<file path="config.mk">
export PLATFORM = sky130hd
export DESIGN_NAME = card_clk_gen
export DESIGN_NICKNAME = d
export VERILOG_FILES = /design/src/rtl/ccg_ratio.sv /design/src/rtl/ccg_guard.sv /design/src/rtl/ccg_phase.sv /design/src/rtl/card_clk_gen.sv
export SDC_FILE = /design/constraint.sdc
export NUM_CORES = 1
export LEC_CHECK = 0
export ABC_AREA = 1
export ABC_CLOCK_PERIOD_IN_PS = 2500
export BUFFER_PORTS_ARGS = -buffer_cell sky130_fd_sc_hd__buf_2
export CORE_MARGIN = 1
export CORE_UTILIZATION = 61
export CTS_CLUSTER_SIZE = 20
export DETAILED_ROUTE_END_ITERATION = 12
export GPL_TIMING_DRIVEN = 0
export PLACE_DENSITY = 0.81
export REMOVE_ABC_BUFFERS = 1
export SETUP_SLACK_MARGIN = 0.05
export SLEW_MARGIN = 15
export SYNTH_ARGS = -nofsm -noshare
export SYNTH_HDL_FRONTEND = slang
export SYNTH_SLANG_ARGS = --single-unit
</file>
<file path="constraint.sdc">
create_clock -name clk -period 2.5 [get_ports clk]
set_input_delay 0.25 -clock clk [delete_from_list [all_inputs] [get_ports clk]]
set_output_delay 0.25 -clock clk [all_outputs]
set_load 0.1 [all_outputs]
</file>
<file path="src/rtl/ccg_ratio.sv">
module ccg_ratio #(
  parameter int DIV_W  = 8,
  parameter int PWS_W  = 3,
  parameter int HALF_W = DIV_W + (1 << PWS_W)
) (
  input  logic [DIV_W-1:0]  div_sel,
  input  logic [PWS_W-1:0]  pws_sel,
  input  logic              pws_en,
  output logic [HALF_W-1:0] half_len
);
  function automatic logic [HALF_W-1:0] calc_half(input logic [DIV_W-1:0] d,
                                                  input logic [PWS_W-1:0] p,
                                                  input logic             en);
    logic [HALF_W-1:0] base;
    base = HALF_W'(d) + HALF_W'(1);
    if (en && (p != '0)) base = base << p;
    return base;
  endfunction

  always_comb half_len = calc_half(div_sel, pws_sel, pws_en);
endmodule

</file>
<file path="src/rtl/ccg_guard.sv">
module ccg_guard (
  input  logic clk_en,
  input  logic rd_guard_en,
  input  logic wr_guard_en,
  input  logic dir_rd,
  input  logic dir_wr,
  input  logic fifo_full,
  input  logic fifo_empty,
  output logic stall,
  output logic go
);
  logic rd_stop, wr_stop;
  always_comb begin
    rd_stop = rd_guard_en & dir_rd & fifo_full;
    wr_stop = wr_guard_en & dir_wr & fifo_empty;
    stall   = rd_stop | wr_stop;
    go      = clk_en & ~stall;
  end
endmodule

</file>
<file path="src/rtl/ccg_phase.sv">
module ccg_phase #(
  parameter int HALF_W = 16
) (
  input  logic              clk,
  input  logic              rst_n,
  input  logic [HALF_W-1:0] half_len,
  input  logic              go,
  output logic              clk_q,
  output logic              rise_q,
  output logic              fall_q,
  output logic [HALF_W-1:0] half_q,
  output logic              phase_end
);
  logic [HALF_W-1:0] cnt;

  assign phase_end = (cnt == half_q - HALF_W'(1));

  always_ff @(posedge clk or negedge rst_n) begin
    if (!rst_n) begin
      clk_q  <= 1'b0;
      cnt    <= '0;
      half_q <= HALF_W'(1);
      rise_q <= 1'b0;
      fall_q <= 1'b0;
    end else begin
      rise_q <= 1'b0;
      fall_q <= 1'b0;
      if (clk_q) begin
        if (phase_end) begin
          clk_q  <= 1'b0;
          cnt    <= '0;
          fall_q <= 1'b1;
        end else begin
          cnt <= cnt + HALF_W'(1);
        end
      end else if (!phase_end) begin
        cnt <= cnt + HALF_W'(1);
      end else if (go) begin
        clk_q  <= 1'b1;
        cnt    <= '0;
        half_q <= half_len;
        rise_q <= 1'b1;
      end
    end
  end
endmodule

</file>
<file path="src/rtl/card_clk_gen.sv">
module card_clk_gen #(
  parameter int DIV_W = 8,
  parameter int PWS_W = 3
) (
  input  logic             clk,
  input  logic             rst_n,
  input  logic             clk_en,
  input  logic [DIV_W-1:0] div_sel,
  input  logic [PWS_W-1:0] pws_sel,
  input  logic             pws_en,
  input  logic             rd_guard_en,
  input  logic             wr_guard_en,
  input  logic             dir_rd,
  input  logic             dir_wr,
  input  logic             fifo_full,
  input  logic             fifo_empty,
  output logic             card_clk,
  output logic             rise_stb,
  output logic             fall_stb
);
  localparam int HALF_W = DIV_W + (1 << PWS_W);

  logic [HALF_W-1:0] half_len;
  logic [HALF_W-1:0] half_q;
  logic              stall, go, phase_end;

  ccg_ratio #(.DIV_W(DIV_W), .PWS_W(PWS_W), .HALF_W(HALF_W)) u_ratio (
    .div_sel(div_sel), .pws_sel(pws_sel), .pws_en(pws_en), .half_len(half_len)
  );

  ccg_guard u_guard (
    .clk_en(clk_en), .rd_guard_en(rd_guard_en), .wr_guard_en(wr_guard_en),
    .dir_rd(dir_rd), .dir_wr(dir_wr), .fifo_full(fifo_full),
    .fifo_empty(fifo_empty), .stall(stall), .go(go)
  );

  ccg_phase #(.HALF_W(HALF_W)) u_phase (
    .clk(clk), .rst_n(rst_n), .half_len(half_len), .go(go),
    .clk_q(card_clk), .rise_q(rise_stb), .fall_q(fall_stb),
    .half_q(half_q), .phase_end(phase_end)
  );
endmodule

</file>
# --- After elaboration in Yosys (flattened, before gate mapping) ---
# Cells that the tools add are included.
totals:
  reg_bits: 35
  output_inout_bits: 3
classes:
  n_addsub: 3
  eq_ne: 2
  n_shift: 1
  mux: 12
  n_bitwise: 8
  n_reduce_logical: 3
ops:
  columns: ["cell", "n"]
  rows:
  - ["two-way mux 16 bit", 5]
  - ["adder 16 x 1 -> 16 bit, second input constant", 1]
  - ["equality test 16 bit", 1]
  - ["left shift 16 x 3 -> 16 bit", 1]
  - ["subtractor 16 x 1 -> 16 bit, second input constant", 1]
  - ["adder 8 x 1 -> 9 bit, second input constant", 1]
  - ["two-way mux 1 bit", 7]
  - ["AND 1 bit", 5]
  - ["inequality test 3 x 2 -> 1 bit, second input constant", 1]
  - ["AND reduction 3 bit", 1]
  - ["nonzero test 3 bit", 1]
  - ["NOT 1 bit", 2]
  - ["logical AND 1 bit", 1]
  - ["OR 1 bit", 1]

# --- Depth between registers and ports, before layout ---
logic_depth:
  word_depth: 8
  mapped_depth: 15

# --- Hierarchy ---
# From an unflattened synthesis, not the netlist that was laid out.
hier_totals:
  cells_unflattened: 552
  hier_area_um2: 3308.2
by_module_without_submodules:
  columns: ["mod", "instances", "cells_per_inst", "area_each_um2", "seq_area_each_um2"]
  rows:
  - ["ccg_phase", 1, 408, 2587.5, 877.1]
  - ["ccg_ratio", 1, 139, 684.4, 0.0]
  - ["ccg_guard", 1, 5, 36.3, 0.0]

# --- Worst setup path before layout ---
# Ideal clock, no wire load.
synth_timing:
  path_kind: "register to register"
  from: "register u_phase.half_q[0]"
  to: "register u_phase.cnt[11]"
  setup_ns: 0.065
  arrival_ns: 2.041
  path_slack_ns: 0.393
  path_stages_with_launch: 12
  path_buffers: 1
  period_less_slack_ns: 2.107
  path_cell_list: "dfstp_2 > inv_1 > ha_1 > xor2_1 > o21ai_0 > nand3b_2 > nor2_8 > nand3_4 > nor2_8 > buf_6 > nand3_1 > nand2_1"
synth_between:
  elab_chain_cells: 4
synth_lines:
  columns: ["element", "line", "rtl"]
  rows:
  - ["start, declared", "ccg_phase.sv:11", "output logic [HALF_W-1:0] half_q,"]
  - ["start signal, assigned", "ccg_phase.sv:41", "half_q <= half_len;"]
  - ["subtractor 16 x 1 -> 16 bit *", "ccg_phase.sv:16", "assign phase_end = (cnt == half_q - HALF_W'(1));"]
  - ["equality test 16 bit *", "ccg_phase.sv:16", null]
  - ["two-way mux 16 bit, on equally long branches", "ccg_phase.sv:36, ccg_phase.sv:29", null]
  - ["two-way mux 16 bit", "ccg_phase.sv:28", "if (clk_q) begin"]
  - ["end signal, assigned", "ccg_phase.sv:34", "cnt <= cnt + HALF_W'(1);"]
  - ["end signal, assigned", "ccg_phase.sv:37", "cnt <= cnt + HALF_W'(1);"]
  - ["end, declared", "ccg_phase.sv:14", "logic [HALF_W-1:0] cnt;"]
# Every way passes the cells marked *; elsewhere a longest branch is shown, timed or not.
# A chain may end at the register's enable or synchronous reset.

# --- Worst setup path after layout ---
layout_timing:
  from: "register u_phase.half_q[0]"
  to: "register u_phase.half_q[7]"
layout_between:
  elab_chain_cells: 3
layout_lines:
  columns: ["element", "line"]
  rows:
  - ["subtractor 16 x 1 -> 16 bit", "ccg_phase.sv:16"]
  - ["equality test 16 bit", "ccg_phase.sv:16"]
  - ["AND reduction 3 bit (no source line)", null]
# Every way passes these cells.

==> metrics <==
Final min period=2.30 ns; count of hold buffers inserted by post-cts repair=0; largest cells by area after synthesis=sky130_fd_sc_hd__dfrtp_1, sky130_fd_sc_hd__nand2_1, sky130_fd_sc_hd__nand3_1; FFs w/ async S/R, synth=100%; CP endpoint kind=register; worst setup timing slack at the placement stage=-0.196 ns; FILL cells=492; final hold violation count=0; worst slew margin relative to its limit=15.4%; Finished Cell Area=0.00353 mm²; warnings from Yosys=0; arrival time worst endpoint=2.52 ns; RSZ-0062 raised after global routing=no; port buffer count=23; count of antenna-violating nets left after detailed routing=0; maximum root-to-sink buffer count=2; prevailing post-synth register cell=sky130_fd_sc_hd__dfrtp_1; final routed wire length divided by cell count=14.2 µm; routed wire length=8.51 mm; length of the first detailed-routing pass in iterations=5; pin count of the biggest net entering global routing=36; Inst Count DP=580; total CTS buffers=5; largest area contributor in the synthesized netlist=sky130_fd_sc_hd__dfrtp_1; peak ir drop on the vdd network=0.000356 V; portion of the clock cycle consumed by the worst path in the final layout=91.9%; count of pins on the block boundary=24; worst clock skew on the final layout=0.0122 ns; flops & latches, synth=35; Lkg Pwr=0.00195 µW; buffer type at the clock tree root=sky130_fd_sc_hd__clkbuf_8; placed instance area=0.00331 mm²; Diodes inserted=0; top cell type's share of synthesized area=26.6%; max cap viols=0; number of flops mapped to enable cells by yosys=0; vias in the first global route=2898; net count of the finished layout=553; class of the most critical hold timing path=primary input to async pin; clock tree from TritonCTS=done; average instance area after synthesis=6.37 µm²; final-report max-slew violation count=0; number of antenna violations at the first check in global routing=0; kind of launch point of the worst setup path=register; CP required=2.73 ns; number of placement rows=26; commonest non-fill, non-tap cells in the layout=sky130_fd_sc_hd__nand2_1, sky130_fd_sc_hd__nand3_1, sky130_fd_sc_hd__inv_1, sky130_fd_sc_hd__nor2_1, sky130_fd_sc_hd__dfrtp_1; DR iter-0 viols=310; fraction of final layout cells with drive strength greater than 1=12.3%; post-synthesis sequential area ratio=27.4%; post-layout util=69.6%; CTS H-tree lvls=2; number of cells on the worst reg-to-reg path=13; final setup margin=0.202 ns; initial cell density of the core=63.1%; vias per cell=5.69; die outline area=0.00555 mm²; Layout area overhead=10.3%; total clock sinks=35; number of cells produced by synthesis=503; Fmax achieved=435 MHz; commonest non-fill, non-tap cell in the layout=sky130_fd_sc_hd__nand2_1; final std cells w/o fill=600; worst-path maximum fanout=6; Remaining Overflow, GRT=0; area of the placeable core=0.00507 mm²; first-pass GRT wire length=13.4 mm; weighted congestion at the end of routability-driven global placement=1.00; routed vias=3412; global-route usage over all layers=31.7%; Final setup viols=0; worst hold slack after final layout=0.0295 ns; clock transition at the registers of the reported paths=0.08 ns; run status=complete, no violations; clock latency at the later pin of the worst-skew pair=0.29 ns; area of the mapped netlist=0.00320 mm²; transition at the pin with the smallest max-transition slack=1.26 ns; Netlist cell types=36; DRC violations left=0; post-detail-place hpwl=6.00 mm; Die Y-Extent=74.5 µm; pwr/cell area=361 mW/mm²; overall die width=74.5 µm; path type of the worst setup path=register to register
==> per-layer routing <==
metal  vias to the layer above  track usage (%)  part of all wire [%]
met5                         -                0                     0
met3                        16             6.10                   6.8
met1                      1572             45.2                    46
met4                         0             10.1                   1.8
li1                       1708                -                     -
met2                       116             48.3                    45
==> cells in the mapped netlist, types with 5 or more instances <==
master,number
sky130_fd_sc_hd__buf_2,7
sky130_fd_sc_hd__dfrtp_1,34
sky130_fd_sc_hd__inv_1,55
sky130_fd_sc_hd__nand2_1,151
sky130_fd_sc_hd__nand3_1,86
sky130_fd_sc_hd__nand3b_1,9
sky130_fd_sc_hd__nand4_1,23
sky130_fd_sc_hd__nor2_1,49
sky130_fd_sc_hd__o211ai_1,5
sky130_fd_sc_hd__o21ai_0,16
sky130_fd_sc_hd__xnor2_1,8
sky130_fd_sc_hd__xor2_1,13
==> cell families after synthesis <==
family,Yosys count,share of synthesized area (%)
flip-flops,35,27.4
buffers and inverters,73,9.65
AO/OA/AOI/OAI,27,4.92
XOR/XNOR,21,5.74
adder cells (fa/ha/maj),3,1.17
AND/OR/NAND/NOR,344,51.1
==> cell type report <==
class / count / area (µm²) / area share (%)
Multi-Input combinational cell: 399 / 2090 / 59.3
Sequential cell: 35 / 877 / 24.8
Inverter: 57 / 214 / 6.06
Timing Repair Buffer: 31 / 175 / 4.96
Tap cell: 70 / 87.6 / 2.48
Clock buffer: 6 / 72.6 / 2.05
Clock inverter: 2 / 12.5 / 0.354
==> timing repair <==
item | CTS | global route
endpoints found under the setup margin | 22 | 33
gates cloned | 3 | 1
resized for setup | 1 | 5
endpoints found under the hold margin | 0 | 0
pin swaps | 3 | 7
buffers inserted | 4 | 4
==> stage by stage <==
| stage | TNS, ns | total power [µW] |
|---|---|---|
| 5_1_grt | 0 | 1350 |
| 3_5_place_dp | -2.85 | 864 |
| 4_1_cts | 0 | 1270 |
| 2_1_floorplan | 0 | 786 |
| 6_report | 0 | 1280 |
| 3_3_place_gp | -1.84 | 856 |
==> final timing paths <==
| path | end | slack, ns | start |
|---|---|---|---|
| min reg2reg | u_phase.half_q[0] | 0.48 | u_phase.half_q[0] |
| min | u_phase.cnt[11] | 0.03 | rst_n |
| max in group asynchronous | u_phase.half_q[10] | 1.95 | rst_n |
| max reg2reg | u_phase.half_q[7] | 0.20 | u_phase.half_q[0] |
| min in group clk | u_phase.rise_q | 0.26 | clk_en |
| max | u_phase.half_q[7] | 0.20 | u_phase.half_q[0] |
==> registers in the layout (all words and copies together) (netlist names) <==
name,cells
u_phase.fall_q,1
u_phase.rise_q,1
u_phase.half_q,16
u_phase.clk_q,1
u_phase.cnt,16
==> report_power, final <==
| part | internal (µW) | switching, µW | total [µW] |
|---|---|---|---|
| Combinational | 95.1 | 192 | 287 |
| Sequential | 572 | 9.87 | 581 |
| Clock | 195 | 212 | 406 |
| Total | 861 | 414 | 1280 |
==> critical path, stage by stage, from the launching register on <==
cell	delay, ns
sky130_fd_sc_hd__dfstp_2	0.54
sky130_fd_sc_hd__inv_1	0.11
sky130_fd_sc_hd__ha_4	0.21
sky130_fd_sc_hd__xnor2_1	0.19
sky130_fd_sc_hd__inv_1	0.07
sky130_fd_sc_hd__nand2_1	0.06
sky130_fd_sc_hd__nand2_1	0.08
sky130_fd_sc_hd__inv_2	0.07
sky130_fd_sc_hd__nand3b_4	0.09
sky130_fd_sc_hd__nor2_8	0.17
sky130_fd_sc_hd__buf_4	0.16
sky130_fd_sc_hd__nand3_2	0.16
sky130_fd_sc_hd__nand3b_1	0.21
sky130_fd_sc_hd__nand2_1	0.12
No activity file was read; power rests on OpenSTA's default activity.
